===== config.mk =====
export PLATFORM = sky130hd
export DESIGN_NAME = nibser_tx
export DESIGN_NICKNAME = d
export VERILOG_FILES = /design/src/rtl/nibser_pkg.sv /design/src/rtl/nibser_shift.sv /design/src/rtl/nibser_mode.sv /design/src/rtl/nibser_seq.sv /design/src/rtl/nibser_tx.sv
export SDC_FILE = /design/constraint.sdc
export NUM_CORES = 1
export LEC_CHECK = 0
export ABC_AREA = 1
export BUFFER_PORTS_ARGS = -buffer_cell sky130_fd_sc_hd__buf_2
export CORE_ASPECT_RATIO = 1.25
export CORE_MARGIN = 1.5
export CORE_UTILIZATION = 30
export CTS_BUF_LIST = sky130_fd_sc_hd__clkbuf_16
export CTS_CLUSTER_DIAMETER = 150
export DETAILED_ROUTE_END_ITERATION = 8
export GPL_ROUTABILITY_DRIVEN = 0
export PLACE_DENSITY = 0.56
export SYNTH_ARGS = -nofsm -noshare
export SYNTH_HDL_FRONTEND = slang
export SYNTH_SLANG_ARGS = --single-unit

===== constraint.sdc =====
create_clock -name clk -period 3.9 [get_ports clk]
set_input_delay 0.39 -clock clk [delete_from_list [all_inputs] [get_ports clk]]
set_output_delay 0.39 -clock clk [all_outputs]
set_load 0.005 [all_outputs]

===== src/rtl/nibser_pkg.sv =====
package nibser_pkg;

    localparam int BYTE_W = 8;
    localparam int NIB_W  = 4;

    typedef enum logic [1:0] {
        RS_CMD  = 2'd0,
        RS_DATA = 2'd1,
        RS_CONT = 2'd2
    } rs_mode_e;

    typedef enum logic [2:0] {
        ST_IDLE,
        ST_PREFIX,
        ST_HI,
        ST_LO,
        ST_SETTLE
    } seq_state_e;

    localparam logic [BYTE_W-1:0] TYPE_CMD  = 8'hF8;
    localparam logic [BYTE_W-1:0] TYPE_DATA = 8'hFA;

    function automatic logic [BYTE_W-1:0] type_byte(rs_mode_e m);
        return (m == RS_DATA) ? TYPE_DATA : TYPE_CMD;
    endfunction

    function automatic logic [BYTE_W-1:0] upper_frame(logic [BYTE_W-1:0] b);
        return {b[BYTE_W-1:NIB_W], {NIB_W{1'b0}}};
    endfunction

    function automatic logic [BYTE_W-1:0] lower_frame(logic [BYTE_W-1:0] b);
        return {b[NIB_W-1:0], {NIB_W{1'b0}}};
    endfunction

endpackage


===== src/rtl/nibser_shift.sv =====
module nibser_shift
    import nibser_pkg::*;
#(
    parameter int HALF_CYC = 20
) (
    input  logic              clk,
    input  logic              rst,
    input  logic              start,
    input  logic [BYTE_W-1:0] din,
    output logic              busy,
    output logic              done,
    output logic              sclk,
    output logic              sdat
);
    localparam int TW = $clog2(HALF_CYC + 1);
    localparam int BW = $clog2(BYTE_W);
    localparam logic [TW-1:0] T_LAST = TW'(HALF_CYC - 1);
    localparam logic [BW-1:0] B_LAST = BW'(BYTE_W - 1);

    logic [BYTE_W-1:0] sh;
    logic [TW-1:0]     tcnt;
    logic [BW-1:0]     bitc;
    logic              phase;

    always_ff @(posedge clk) begin
        if (rst) begin
            busy  <= 1'b0;
            done  <= 1'b0;
            sh    <= '0;
            tcnt  <= '0;
            bitc  <= '0;
            phase <= 1'b0;
        end else begin
            done <= 1'b0;
            if (start && !busy) begin
                busy  <= 1'b1;
                sh    <= din;
                tcnt  <= '0;
                bitc  <= '0;
                phase <= 1'b0;
            end else if (busy) begin
                if (tcnt == T_LAST) begin
                    tcnt  <= '0;
                    phase <= ~phase;
                    if (phase) begin
                        sh   <= {sh[BYTE_W-2:0], 1'b0};
                        bitc <= bitc + 1'b1;
                        if (bitc == B_LAST) begin
                            busy <= 1'b0;
                            done <= 1'b1;
                        end
                    end
                end else begin
                    tcnt <= tcnt + 1'b1;
                end
            end
        end
    end

    assign sclk = phase;
    assign sdat = sh[BYTE_W-1];

    // data held steady across the high half of each bit
    p_dat_stable_r8: assert property (@(posedge clk) disable iff (rst)
        (phase && $past(phase)) |-> $stable(sh[BYTE_W-1]));

    // completion is a single-cycle pulse
    p_done_pulse_r8: assert property (@(posedge clk) disable iff (rst)
        done |=> !done);

endmodule


===== src/rtl/nibser_mode.sv =====
module nibser_mode
    import nibser_pkg::*;
(
    input  logic     clk,
    input  logic     rst,
    input  logic     set_valid,
    input  logic     set_data,
    input  logic     fire,
    output rs_mode_e eff_mode
);
    rs_mode_e mode_q;

    always_comb begin
        if (set_valid) eff_mode = set_data ? RS_DATA : RS_CMD;
        else           eff_mode = mode_q;
    end

    always_ff @(posedge clk) begin
        if (rst)            mode_q <= RS_CMD;
        else if (fire)      mode_q <= RS_CONT;
        else if (set_valid) mode_q <= set_data ? RS_DATA : RS_CMD;
    end

    // accepted byte leaves the state in continue
    p_cont_after_fire_r7: assert property (@(posedge clk) disable iff (rst)
        fire |=> (mode_q == RS_CONT));

endmodule


===== src/rtl/nibser_seq.sv =====
module nibser_seq
    import nibser_pkg::*;
#(
    parameter int SETTLE_CYC = 8000
) (
    input  logic              clk,
    input  logic              rst,
    input  logic              req_valid,
    input  logic [BYTE_W-1:0] req_byte,
    input  rs_mode_e          eff_mode,
    input  logic              sh_busy,
    input  logic              sh_done,
    output logic              req_ready,
    output logic              fire,
    output logic              sh_start,
    output logic [BYTE_W-1:0] sh_din
);
    localparam int CW = $clog2(SETTLE_CYC + 1);
    localparam logic [CW-1:0] C_LOAD = CW'(SETTLE_CYC - 1);

    seq_state_e        state;
    logic [BYTE_W-1:0] held;
    logic [CW-1:0]     scnt;

    assign req_ready = (state == ST_IDLE);
    assign fire      = req_valid && req_ready;

    always_comb begin
        sh_start = 1'b0;
        sh_din   = '0;
        case (state)
            ST_IDLE: begin
                sh_start = fire;
                sh_din   = (eff_mode == RS_CONT) ? upper_frame(req_byte)
                                                 : type_byte(eff_mode);
            end
            ST_PREFIX: begin
                sh_start = sh_done;
                sh_din   = upper_frame(held);
            end
            ST_HI: begin
                sh_start = sh_done;
                sh_din   = lower_frame(held);
            end
            default: ;
        endcase
    end

    always_ff @(posedge clk) begin
        if (rst) begin
            state <= ST_IDLE;
            held  <= '0;
            scnt  <= '0;
        end else begin
            case (state)
                ST_IDLE: if (fire) begin
                    held  <= req_byte;
                    state <= (eff_mode == RS_CONT) ? ST_HI : ST_PREFIX;
                end
                ST_PREFIX: if (sh_done) state <= ST_HI;
                ST_HI:     if (sh_done) state <= ST_LO;
                ST_LO: if (sh_done) begin
                    state <= ST_SETTLE;
                    scnt  <= C_LOAD;
                end
                ST_SETTLE: begin
                    if (scnt == '0) state <= ST_IDLE;
                    else            scnt  <= scnt - 1'b1;
                end
                default: state <= ST_IDLE;
            endcase
        end
    end

    // a new serial byte is only launched into an idle shifter
    p_start_idle_r9: assert property (@(posedge clk) disable iff (rst)
        sh_start |-> !sh_busy);

    // the host is held off while the shifter works
    p_ready_low_busy_r9: assert property (@(posedge clk) disable iff (rst)
        sh_busy |-> !req_ready);

endmodule


===== src/rtl/nibser_tx.sv =====
module nibser_tx
    import nibser_pkg::*;
#(
    parameter int HALF_CYC   = 20,
    parameter int SETTLE_CYC = 8000
) (
    input  logic       clk,
    input  logic       rst,
    input  logic       req_valid,
    input  logic [7:0] req_byte,
    output logic       req_ready,
    input  logic       mode_set_valid,
    input  logic       mode_set_data,
    input  logic       cs_en,
    input  logic       rst_level,
    output logic       ser_clk,
    output logic       ser_dat,
    output logic       ser_cs,
    output logic       disp_rst
);
    rs_mode_e          eff_mode;
    logic              fire;
    logic              sh_start;
    logic              sh_busy;
    logic              sh_done;
    logic [BYTE_W-1:0] sh_din;

    nibser_mode u_mode (
        .clk       (clk),
        .rst       (rst),
        .set_valid (mode_set_valid),
        .set_data  (mode_set_data),
        .fire      (fire),
        .eff_mode  (eff_mode)
    );

    nibser_seq #(.SETTLE_CYC(SETTLE_CYC)) u_seq (
        .clk       (clk),
        .rst       (rst),
        .req_valid (req_valid),
        .req_byte  (req_byte),
        .eff_mode  (eff_mode),
        .sh_busy   (sh_busy),
        .sh_done   (sh_done),
        .req_ready (req_ready),
        .fire      (fire),
        .sh_start  (sh_start),
        .sh_din    (sh_din)
    );

    nibser_shift #(.HALF_CYC(HALF_CYC)) u_shift (
        .clk   (clk),
        .rst   (rst),
        .start (sh_start),
        .din   (sh_din),
        .busy  (sh_busy),
        .done  (sh_done),
        .sclk  (ser_clk),
        .sdat  (ser_dat)
    );

    always_ff @(posedge clk) begin
        if (rst) ser_cs <= 1'b0;
        else     ser_cs <= cs_en;
    end

    assign disp_rst = rst_level;

    // link quiet whenever the host may present a byte
    p_quiet_ready_r1: assert property (@(posedge clk) disable iff (rst)
        req_ready |-> (!ser_clk && !ser_dat));

endmodule


Word level (Yosys, flattened, before mapping)
Index checks and enable logic that the tools add are counted.

Mux-type cells: 28. Reductions and logical operators: 19. Bitwise gates (word level): 3. Add/sub/neg operators: 3. Equal/unequal tests: 14.

Operators with widths (count): $mux W8 (5); $mux W13 (2); $pmux W13 S2 (1); $pmux W8 S3 (1); $mux W3 (5); $pmux W3 S5 (1); $logic_not A13 Y1 (1); $sub A13 B1 Y13 const B (1); $reduce_and A3 Y1 (3); $mux W2 (4); $ne A2 B1 Y1 const B (4); $reduce_bool A2 Y1 (4); $mux W1 (7); $eq A3 B2 Y1 const B (2); $eq A3 B3 Y1 const B (2); $reduce_or A2 Y1 (3); $add A5 B1 Y5 const B (1); $eq A5 B5 Y1 const B (1); $mux W5 (1); $reduce_and A5 Y1 (1); $reduce_or A5 Y1 (1); $ne A2 B2 Y1 const B (2); $reduce_and A2 Y1 (2); $add A3 B1 Y3 const B (1); 8 further kinds (11).

Bits in registers: 46. Logic and storage cells: 79. Input port bits: 15.

Longest topological paths before layout
Gate-level depths: netlist (run 1).

Depth in word-level cells: 7. Mapped depth: 11. Mapped depth without buffers: 11.

Cells and area by module
Synthesis (run 1) repeated with hierarchy kept, for this count alone.

Cells, all modules: 352. Area total of the unflattened synthesis: 2592.5 um^2.

By module, submodules not included: nibser_seq (seq. area each 480.5 um^2, instances 1, cells each 216, area each 1481.4 um^2); nibser_shift (seq. area each 380.4 um^2, instances 1, cells each 119, area each 982.2 um^2); nibser_mode (seq. area each 40.0 um^2, instances 1, cells each 13, area each 91.3 um^2); nibser_tx (seq. area each 20.0 um^2, instances 1, cells each 4, area each 37.5 um^2).

Least setup slack after synthesis (run 1)
Ideal clock, no wire load.

Kind: register to register. From: register u_shift.tcnt[0]. To: register u_shift.bitc[0]. Setup slack: 2.548 ns. Arrival: 1.282 ns. Setup time: 0.070 ns. Cell stages (with the launch flop): 7. Path buffers: 0. Data required time: 3.830 ns. Period minus slack after synthesis: 1.352 ns. Cells stage by stage: dfxtp_1 ha_1 nand4_4 nor2_8 inv_2 or2_0 a21oi_1.

Cells in the longest elaborated chain, start to end: 2.

RTL lines: from (decl) (RTL line nibser_shift.sv:21) `logic [TW-1:0] tcnt;`; from (signal assigned) (RTL line nibser_shift.sv:54) `tcnt <= tcnt + 1'b1;`; $eq A5 B5 Y1 (RTL line nibser_shift.sv:42) `if (tcnt == T_LAST) begin`; $reduce_and A3 Y1 (no source line); to (signal assigned) (RTL line nibser_shift.sv:47) `bitc <= bitc + 1'b1;`; to (decl) (RTL line nibser_shift.sv:22) `logic [BW-1:0] bitc;`.

No other way between the ends. A chain may end at the register's enable or synchronous reset.

Worst setup path in the final report (run 1)
From: register u_seq.state[2]. To: register u_shift.sh[3].

Cells in the longest elaborated chain, start to end: 6. Elaborated cells on any way between the ends: 13.

RTL lines: from (decl) (RTL line nibser_seq.sv:21) `seq_state_e state;`; from (signal assigned) (RTL line nibser_seq.sv:58) `state <= (eff_mode == RS_CONT) ? ST_HI : ST_PREFIX;`; $eq A3 B1 Y1, or another cell as far along (RTL line nibser_seq.sv:31) `case (state)`; $reduce_or A2 Y1 (no source line) / $logic_and A1 B1 Y1 (equally long branches); $pmux W1 S2 (RTL line nibser_seq.sv:31); $logic_and A1 B1 Y1 (RTL line nibser_shift.sv:35) `if (start && !busy) begin`; $reduce_bool A2 Y1 (no source line); $reduce_and A3 Y1 (no source line); to (signal assigned) (RTL line nibser_shift.sv:37) `sh <= din;`; to (signal assigned) (RTL line nibser_shift.sv:46) `sh <= {sh[BYTE_W-2:0], 1'b0};`; to (decl) (RTL line nibser_shift.sv:20) `logic [BYTE_W-1:0] sh;`.

Several ways; a longest one is shown, not always the timed one.

==> results of run 1 <==
[worst max-delay path, delay by kind of cell, from the launching register on]
kind,cells,cell delay [ns]
AND/OR/NAND/NOR,6,0.91
flip-flops,1,0.43
AO/OA/AOI/OAI,1,0.11
buffers and inverters,3,0.35
[layout by cell type (no fill, tap or decap), types with 5 or more instances in the layout]
cell type and instances:
sky130_fd_sc_hd__nand3_1 26, sky130_fd_sc_hd__o21ai_0 11, sky130_fd_sc_hd__nand2_2 5, sky130_fd_sc_hd__dfxtp_1 45, sky130_fd_sc_hd__buf_2 17, sky130_fd_sc_hd__ha_1 5, sky130_fd_sc_hd__inv_1 29, sky130_fd_sc_hd__clkbuf_16 5
sky130_fd_sc_hd__a21oi_1 32, sky130_fd_sc_hd__nor2_2 7, sky130_fd_sc_hd__nor2_1 36, sky130_fd_sc_hd__nand2_1 109
[cell type report]
cell class,count,area (sq um)
inverter,34,127.6
sequential,45,900.9
fill,841,5054
clock inverter,3,65.06
timing repair buffer,17,85.08
tap,95,118.9
clock buffer,5,125.1
multi-input combinational,260,1271
[metrics by stage]
| stage | instance area (sq um) | cells | setup WS [ns] | utilization [%] | hold WS (ns) |
|---|---|---|---|---|---|
| finish | 2694 | 459 | 2.011 | 34.77 | 0.3502 |
| CTS | 2694 | 459 | 2.012 | 34.77 | 0.3506 |
| detailed placement | 2504 | 451 | 2.024 | 32.32 | 0.4571 |
| floorplan | 2370 | 349 | 2.548 | - | 0.4266 |
| global route | 2694 | 459 | 1.797 | 34.77 | 0.3529 |
| global placement | 2504 | 451 | 2.048 | 32.32 | 0.4512 |
[state kept, by name (all words and copies together), names as in the netlist]
register,cells
u_seq.scnt,13
u_seq.held,8
u_shift.sh,7
u_shift.tcnt,5
u_seq.state,3
u_shift.bitc,3
u_mode.mode_q,2
ser_cs,1
u_shift.busy,1
u_shift.done,1
u_shift.sclk,1
[cells by family (layout without fill, tap and decap cells)]
kind of cell,after synthesis,in the layout,synth area share [%]
AO/OA/AOI/OAI,49,49,11.14
XOR/XNOR,4,4,1.479
adder cells (fa/ha/maj),5,5,2.640
buffers and inverters,44,59,8.341
flip-flops,45,45,38.01
AND/OR/NAND/NOR,202,202,38.38
[synth_stat cells, types with 2 or more instances]
cell type,n
sky130_fd_sc_hd__inv_1,29
sky130_fd_sc_hd__nand2_2,5
sky130_fd_sc_hd__nor2_2,7
sky130_fd_sc_hd__and3_1,2
sky130_fd_sc_hd__or2_2,2
sky130_fd_sc_hd__a21oi_1,32
sky130_fd_sc_hd__xnor2_1,2
sky130_fd_sc_hd__nand2_1,109
sky130_fd_sc_hd__dfxtp_1,45
sky130_fd_sc_hd__a21oi_2,3
sky130_fd_sc_hd__inv_2,4
sky130_fd_sc_hd__ha_1,5
sky130_fd_sc_hd__nor3_1,4
sky130_fd_sc_hd__buf_6,2
sky130_fd_sc_hd__nand3b_1,2
sky130_fd_sc_hd__o21ai_0,11
sky130_fd_sc_hd__nand4_1,4
sky130_fd_sc_hd__buf_2,2
sky130_fd_sc_hd__xor2_1,2
sky130_fd_sc_hd__nor2_1,36
sky130_fd_sc_hd__clkbuf_1,3
sky130_fd_sc_hd__nand3_1,26
[power by group through the flow]
stage                     combinational [W]  clock (W)  sequential [W]
after floorplan                    0.000679          0        0.000613
after global placement             0.000783          0        0.000636
after detailed placement           0.000796          0        0.000636
after CTS                          0.000800   0.000558        0.000626
after global routing               0.000926   0.000575        0.000640
final                              0.000795   0.000545        0.000626
[path summary, 6_finish.rpt]
path / startpoint / to / slack, ns / depth (start not counted)
worst min-delay path: req_byte[3] / u_seq.held[3]$_SDFFE_PP0P_ / 0.35 / 3
worst min register to register: u_shift.sh[3]$_SDFFE_PP0P_ / u_shift.sh[3]$_SDFFE_PP0P_ / 0.46 / 2
worst max-delay path: u_seq.state[2]$_SDFFE_PP0P_ / u_shift.sh[3]$_SDFFE_PP0P_ / 2.01 / 10
worst max register to register: u_seq.state[2]$_SDFFE_PP0P_ / u_shift.sh[3]$_SDFFE_PP0P_ / 2.01 / 10
[metal layers]
metal	routed length [microns]	global-route usage [%]	share of wire (%)	vias up
met3	139	3.304	2.7	7
met5	0	0	0	-
met1	2381	15.11	46	1004
met2	2613	24.39	50	29
li1	-	-	-	1143
met4	65	3.590	1.3	0
==> summary.txt, run 1 <==
Run
  – Number of maximum-capacitance constraint violations: 0

Global routing
  – Total gr overflow: 0
  – Global-route wire length before repair: 8852 microns
  – Global-route usage over all layers: 13.33%
  – Largest net degree at the start of global routing: 29
  – Initial antenna violation count: 0
  – Number of global-route vias before repair: 2045

Die
  – Core region area: 7747 sq um
  – Die Y: 102.4 microns
  – I/O pin cnt: 20
  – Floorplan die area: 8445 sq um
  – Initial core utilization: 30.59%
  – Total number of placement rows: 36
  – Die Width: 82.50 microns

CTS
  – Count of clock tree sinks: 45
  – # hold bufs at CTS: 0
  – Inserted Clock Buffers: 5
  – Skew-Pair Late Insertion Delay: 0.28 ns
  – Longest Clk Path Bufs: 2
  – Resized cells post-CTS: 0
  – Post-CTS setup-driven buffer insertion count: 0
  – Clock transition at the registers of the reported paths: 0.07 ns
  – Clock tree from TritonCTS: yes
  – Deepest level of the CTS H-tree: 2
  – Root buffer selected by CTS: sky130_fd_sc_hd__clkbuf_16

Cells and area
  – Share of final-layout standard cells stronger than drive strength 1: 13.74%
  – Number of inserted diodes: 0
  – Synthesis-to-finish area growth: 13.67%
  – Net count, final: 383

Timing
  – Count of final max-slew check failures: 0
  – Tightest Pin Transition: 0.6272 ns
  – Final setup violation count: 0
  – Final critical-path required period: 1.889 ns
  – Final-layout setup total negative slack: 0 ns
  – Peak clock frequency supported by timing: 0.5295 GHz
  – Final cycle utilization of the critical path: 48.43%
  – RSZ-0062 raised after global routing: no
  – Normalized max-slew margin: 58.14%
  – Final Hold Fails: 0
  – Maximum clock skew at final layout: 0.007103 ns

Yosys
  – Fraction of the yosys area taken by sequential cells: 38.01%
  – Synth top area share: 38.01%
  – Number of synthesized register bits: 45
  – Share of synthesized flip-flops with an asynchronous set or reset: 0%
  – Cell taking the most area after synthesis: sky130_fd_sc_hd__dfxtp_1
  – Mapped cell area: 2370 sq um
  – Number of warnings issued by yosys: 0
  – Mean Syn Cell Area: 6.790 sq um
  – Number of distinct standard cells referenced by the synthesized netlist: 34
  – Cells after Synth: 349
  – Net Count, Synth: 369
  – Most area-consuming cells after synthesis: sky130_fd_sc_hd__dfxtp_1 38%, sky130_fd_sc_hd__nand2_1 17%, sky130_fd_sc_hd__a21oi_1 6.8%
  – Number of flops mapped to enable cells by yosys: 0
  – Flip-flop cell with the highest count after synthesis: sky130_fd_sc_hd__dfxtp_1

Power and ir drop
  – Proportion of power drawn by the clock network: 27.7%
  – Net load switching power: 0.0007679 W
  – Share of power burned in combinational logic: 40.4%
  – Total Power: 0.001966 W
  – Share of total power in sequential cells: 31.8%
  – Int Pwr: 0.001199 W
  – Max VDD drop: 0.2824 mV
  – Power density cells: 730.0 nW/um^2
  – Static leakage: 1.181 nW
  – Net switching fraction of the power: 39.05%

Route
  – Vias/cell: 4.756
  – Count of TritonRoute iterations in the first routing pass: 4
  – Final routed wirelength across all metal layers: 5199 microns
  – Wire length per cell: 11.33 microns
  – # DRC: 0
  – Drt initial violations: 75
  – Count of nets left with antenna violations after detail routing: 0
  – Via count: 2183

Critical path
  – WP data arrival: 2.09 ns
  – Worst Setup End Kind: register
  – Worst endpoint required time: 4.11 ns
  – Maximum fanout count along the critical path: 12
  – Slowest stage cell on the critical path: sky130_fd_sc_hd__dfxtp_1
  – Worst Setup Path Type: reg2reg
  – Cell breakdown of the critical path: inv_2 > nand2_2 > inv_2 > nand2_2 > nand2_1 > nand2_1 > inv_1 > nor2_2 > nand2_1 > a21oi_1
  – Cell type with the highest occurrence count on the critical path: sky130_fd_sc_hd__nand2_1
  – Delay of the slowest critical-path stage: 0.43 ns
  – Type of origin of the critical path: register

Place
  – Estimated wirelength of the detail-placed design: 3690 microns
  – Number of buffers added on ports: 17

Outcome
  – Result of the run: finished clean

Hold path
  – HP Class: in2reg
Note: power is estimated with default switching activity, not from simulation.
==> run 2, diff against run 1 <==
ABC_AREA = 0   (was 1)
clock period = 1.9 ns   (was 3.9 ns; I/O delays follow)
==> run 2 against run 1 <==
Against the previous run:
- final cell count down 19%
- worst hold slack lost 0.23 ns
- setup slack worse by 1.9 ns
- synthesized cell count decreased by 27%
- via count down 8.4%
- power is 9.6% higher
- non-clock buffer count increased by 22
- critical path type unchanged
==> summary.txt, run 2 <==
Outcome
  – Result of the run: finished clean (unchanged)

Power and ir drop
  – Max VDD drop: 0.4314 mV (was 0.2824 mV)
  – Power density cells: 799.4 nW/um^2 (was 730.0 nW/um^2)
  – Static leakage: 1.050 nW (was 1.181 nW)

CTS
  – Longest Clk Path Bufs: 2 (unchanged)
  – Deepest level of the CTS H-tree: 2 (unchanged)
  – Root buffer selected by CTS: sky130_fd_sc_hd__clkbuf_16 (unchanged)
  – Inserted Clock Buffers: 5 (unchanged)
  – Count of clock tree sinks: 45 (unchanged)
  – Clock tree from TritonCTS: yes (unchanged)
  – Clock transition at the registers of the reported paths: 0.06 ns (was 0.07 ns)
  – # hold bufs at CTS: 0 (unchanged)
  – Skew-Pair Late Insertion Delay: 0.28 ns (about the same)

Yosys
  – Fraction of the yosys area taken by sequential cells: 40.65% (was 38.01%)
  – Number of warnings issued by yosys: 0 (unchanged)
  – Share of synthesized flip-flops with an asynchronous set or reset: 0% (unchanged)
  – Net Count, Synth: 275 (was 369)
  – Cell taking the most area after synthesis: sky130_fd_sc_hd__dfxtp_1 (unchanged)
  – Mean Syn Cell Area: 8.690 sq um (was 6.790 sq um)
  – Synth top area share: 40.65% (was 38.01%)
  – Cells after Synth: 255 (was 349)
  – Number of distinct standard cells referenced by the synthesized netlist: 51 (was 34)
  – Mapped cell area: 2216 sq um (was 2370 sq um)
  – Flip-flop cell with the highest count after synthesis: sky130_fd_sc_hd__dfxtp_1 (unchanged)
  – Number of flops mapped to enable cells by yosys: 0 (unchanged)
  – Cell types with the highest counts after synthesis: 45 x sky130_fd_sc_hd__dfxtp_1, 25 x sky130_fd_sc_hd__nand2_1, 19 x sky130_fd_sc_hd__a21oi_1, 13 x sky130_fd_sc_hd__nor2_1, 13 x sky130_fd_sc_hd__nor3_1 (was 109 x sky130_fd_sc_hd__nand2_1, 45 x sky130_fd_sc_hd__dfxtp_1, 36 x sky130_fd_sc_hd__nor2_1, 32 x sky130_fd_sc_hd__a21oi_1, 29 x sky130_fd_sc_hd__inv_1)
  – Leading cell type by number of instances after synthesis: sky130_fd_sc_hd__dfxtp_1 (was sky130_fd_sc_hd__nand2_1)
  – Most area-consuming cells after synthesis: sky130_fd_sc_hd__dfxtp_1 41%, sky130_fd_sc_hd__a21oi_1 4.3%, sky130_fd_sc_hd__nand2_1 4.2% (was sky130_fd_sc_hd__dfxtp_1 38%, sky130_fd_sc_hd__nand2_1 17%, sky130_fd_sc_hd__a21oi_1 6.8%)
  – Number of synthesized register bits: 45 (unchanged)

Timing
  – Final-layout setup total negative slack: 0 ns (unchanged)
  – Maximum clock skew at final layout: 0.005270 ns (was 0.007103 ns)
  – Normalized max-slew margin: 72.36% (was 58.14%)
  – Hold_ws: 0.1242 ns (was 0.3502 ns)
  – Tightest Pin Transition: 0.4124 ns (was 0.6272 ns)
  – Final cycle utilization of the critical path: 93.85% (was 48.43%)
  – Final setup violation count: 0 (unchanged)
  – Final critical-path required period: 1.783 ns (was 1.889 ns)
  – Final Hold Fails: 0 (unchanged)
  – RSZ-0062 raised after global routing: no (unchanged)
  – Peak clock frequency supported by timing: 0.5608 GHz (was 0.5295 GHz)
  – Count of final max-slew check failures: 0 (unchanged)

Critical path
  – Worst endpoint required time: 2.10 ns (was 4.11 ns)
  – Worst Setup End Kind: register (unchanged)
  – Maximum fanout count along the critical path: 5 (was 12)
  – Worst Setup Path Type: reg2reg (unchanged)
  – R2r worst-path depth: 4 (was 10)
  – WP data arrival: 1.99 ns (was 2.09 ns)
  – Register-to-Register Setup Slack: 0.12 ns (was 2.01 ns)
  – Type of origin of the critical path: register (unchanged)

Place
  – Number of buffers added on ports: 17 (unchanged)
  – Estimated wirelength of the detail-placed design: 3649 microns (was 3690 microns)

Cells and area
  – Synthesis-to-finish area growth: 21.68% (was 13.67%)
  – Net count, final: 303 (was 383)
  – Filler instances: 735 (was 841)
  – Commonest cells after routing, fill and taps aside: 44 x sky130_fd_sc_hd__dfxtp_1, 25 x sky130_fd_sc_hd__nand2_1, 22 x sky130_fd_sc_hd__buf_4 (was 109 x sky130_fd_sc_hd__nand2_1, 45 x sky130_fd_sc_hd__dfxtp_1, 36 x sky130_fd_sc_hd__nor2_1)
  – Max FFs per register: 13 (unchanged)
  – Regs by FF count: u_seq.scnt (13), u_seq.held (8), u_shift.sh (7) (unchanged)
  – Most frequent standard cell in the layout excluding fill and tap cells: sky130_fd_sc_hd__dfxtp_1 (was sky130_fd_sc_hd__nand2_1)
  – Share of final-layout standard cells stronger than drive strength 1: 20.77% (was 13.74%)
  – Number of inserted diodes: 0 (unchanged)
  – Register with the most flip-flops: u_seq.scnt (unchanged)

Hold path
  – Cell count of the worst hold path: 2 (was 3)
  – HP Class: in2reg (unchanged)

Route
  – Count of TritonRoute iterations in the first routing pass: 4 (unchanged)
  – Final routed wirelength across all metal layers: 5084 microns (was 5199 microns)
  – # DRC: 0 (unchanged)
  – Count of nets left with antenna violations after detail routing: 0 (unchanged)
  – Drt initial violations: 95 (was 75)
  – Vias/cell: 5.345 (was 4.756)
  – Via count: 1999 (was 2183)
  – Wire length per cell: 13.59 microns (was 11.33 microns)

Global routing
  – Global-route wire length before repair: 8597 microns (was 8852 microns)
  – Largest net degree at the start of global routing: 21 (was 29)
  – Global-route usage over all layers: 13.46% (was 13.33%)
  – Initial antenna violation count: 0 (unchanged)
  – Total gr overflow: 0 (unchanged)
  – Number of global-route vias before repair: 1913 (was 2045)

Die
  – Floorplan die area: 7914 sq um (was 8445 sq um)
  – Core region area: 7062 sq um (was 7747 sq um)
  – Die Width: 79.87 microns (was 82.50 microns)
  – Initial core utilization: 31.38% (was 30.59%)
  – I/O pin cnt: 20 (unchanged)
  – Total number of placement rows: 34 (was 36)
  – Die Y: 99.09 microns (was 102.4 microns)

Run
  – Number of maximum-capacitance constraint violations: 0 (unchanged)
-- run 2: cell count changes after synthesis, moves of 5 or more --
cell and delta:
sky130_fd_sc_hd__nand2_1 -84, sky130_fd_sc_hd__inv_1 -24, sky130_fd_sc_hd__nor2_1 -23, sky130_fd_sc_hd__nand3_1 -20, sky130_fd_sc_hd__a21oi_1 -13, sky130_fd_sc_hd__a211oi_1 +9
sky130_fd_sc_hd__clkbuf_1 +9, sky130_fd_sc_hd__nor3_1 +9, sky130_fd_sc_hd__nor2_2 -7, sky130_fd_sc_hd__a221oi_1 +6, sky130_fd_sc_hd__a31oi_1 +6, sky130_fd_sc_hd__nand2_2 -5
sky130_fd_sc_hd__nor2b_1 +5, sky130_fd_sc_hd__nor4_1 +5
-- run 2: stage by stage --
| stage | area, sq um | utilization [%] | worst slack [ns] | cells | total power (W) |
|---|---|---|---|---|---|
| after floorplan | 2216 | - | 0.1651 | 255 | 0.001144 |
| after global placement | 2487 | 35.22 | 0.08520 | 365 | 0.001206 |
| after detailed placement | 2487 | 35.22 | 0.01189 | 365 | 0.001210 |
| after CTS | 2654 | 37.58 | 0.02066 | 373 | 0.002196 |
| after global routing | 2696 | 38.18 | 0.005881 | 374 | 0.002257 |
| final | 2696 | 38.18 | 0.1169 | 374 | 0.002155 |
-- run 2: where the power goes --
group	internal (W)	switching, W
clock network	0.000615	0.000353
logic	0.0000811	0.000109
registers	0.000978	0.0000193
-- run 2: logic make-up after synthesis --
group,share of synthesized area [%]
xor+xnor,2.767
flops,40.65
compound gates,21.40
mux,1.807
simple gates,25.92
fa+ha+maj,2.823
buf+inv,4.630
-- run 2: final timing paths --
check                                                  from                     endpoint
worst max-delay path            u_seq.scnt[10]$_SDFFE_PP0P_  u_seq.scnt[12]$_SDFFE_PP0P_
worst min-delay path                                  cs_en            ser_cs$_SDFF_PP0_
worst max register to register  u_seq.scnt[10]$_SDFFE_PP0P_  u_seq.scnt[12]$_SDFFE_PP0P_
worst min register to register   u_seq.held[1]$_SDFFE_PP0P_   u_seq.held[1]$_SDFFE_PP0P_
-- run 2: metal layers --
layer	vias up	GRT usage, %	wire, microns	share of wire, %
met1	956	16.00	2311	45
met5	-	0	0	0
met3	5	2.569	115	2.3
met2	19	23.86	2577	51
met4	0	4.775	78	1.5
li1	1019	-	-	-
-- run 2: repair_timing --
action | 4_1_cts | 5_1_grt
endpoints found under the hold margin | 0 | 0
resized for setup | 0 | 9
setup buffers | 0 | 1
setup endpoints to repair | 0 | 11
-- run 2: layout make-up --
| type | instances | area [sq um] | share of cell area [%] |
|---|---|---|---|
| clock buffer | 5 | 125.1 | 4.640 |
| timing repair buffer | 39 | 250.2 | 9.281 |
| clock inverter | 3 | 41.29 | 1.531 |
| tap | 90 | 112.6 | 4.176 |
| sequential | 45 | 902.1 | 33.46 |
| multi-input combinational | 187 | 1246 | 46.22 |
| inverter | 5 | 18.77 | 0.6961 |
-- run 2: critical path, cell delays in order, from the launching register on --
cell	delay, ns
sky130_fd_sc_hd__dfxtp_1	0.37
sky130_fd_sc_hd__or3_1	0.35
sky130_fd_sc_hd__or2_2	0.30
sky130_fd_sc_hd__or4_1	0.51
sky130_fd_sc_hd__a31oi_1	0.18
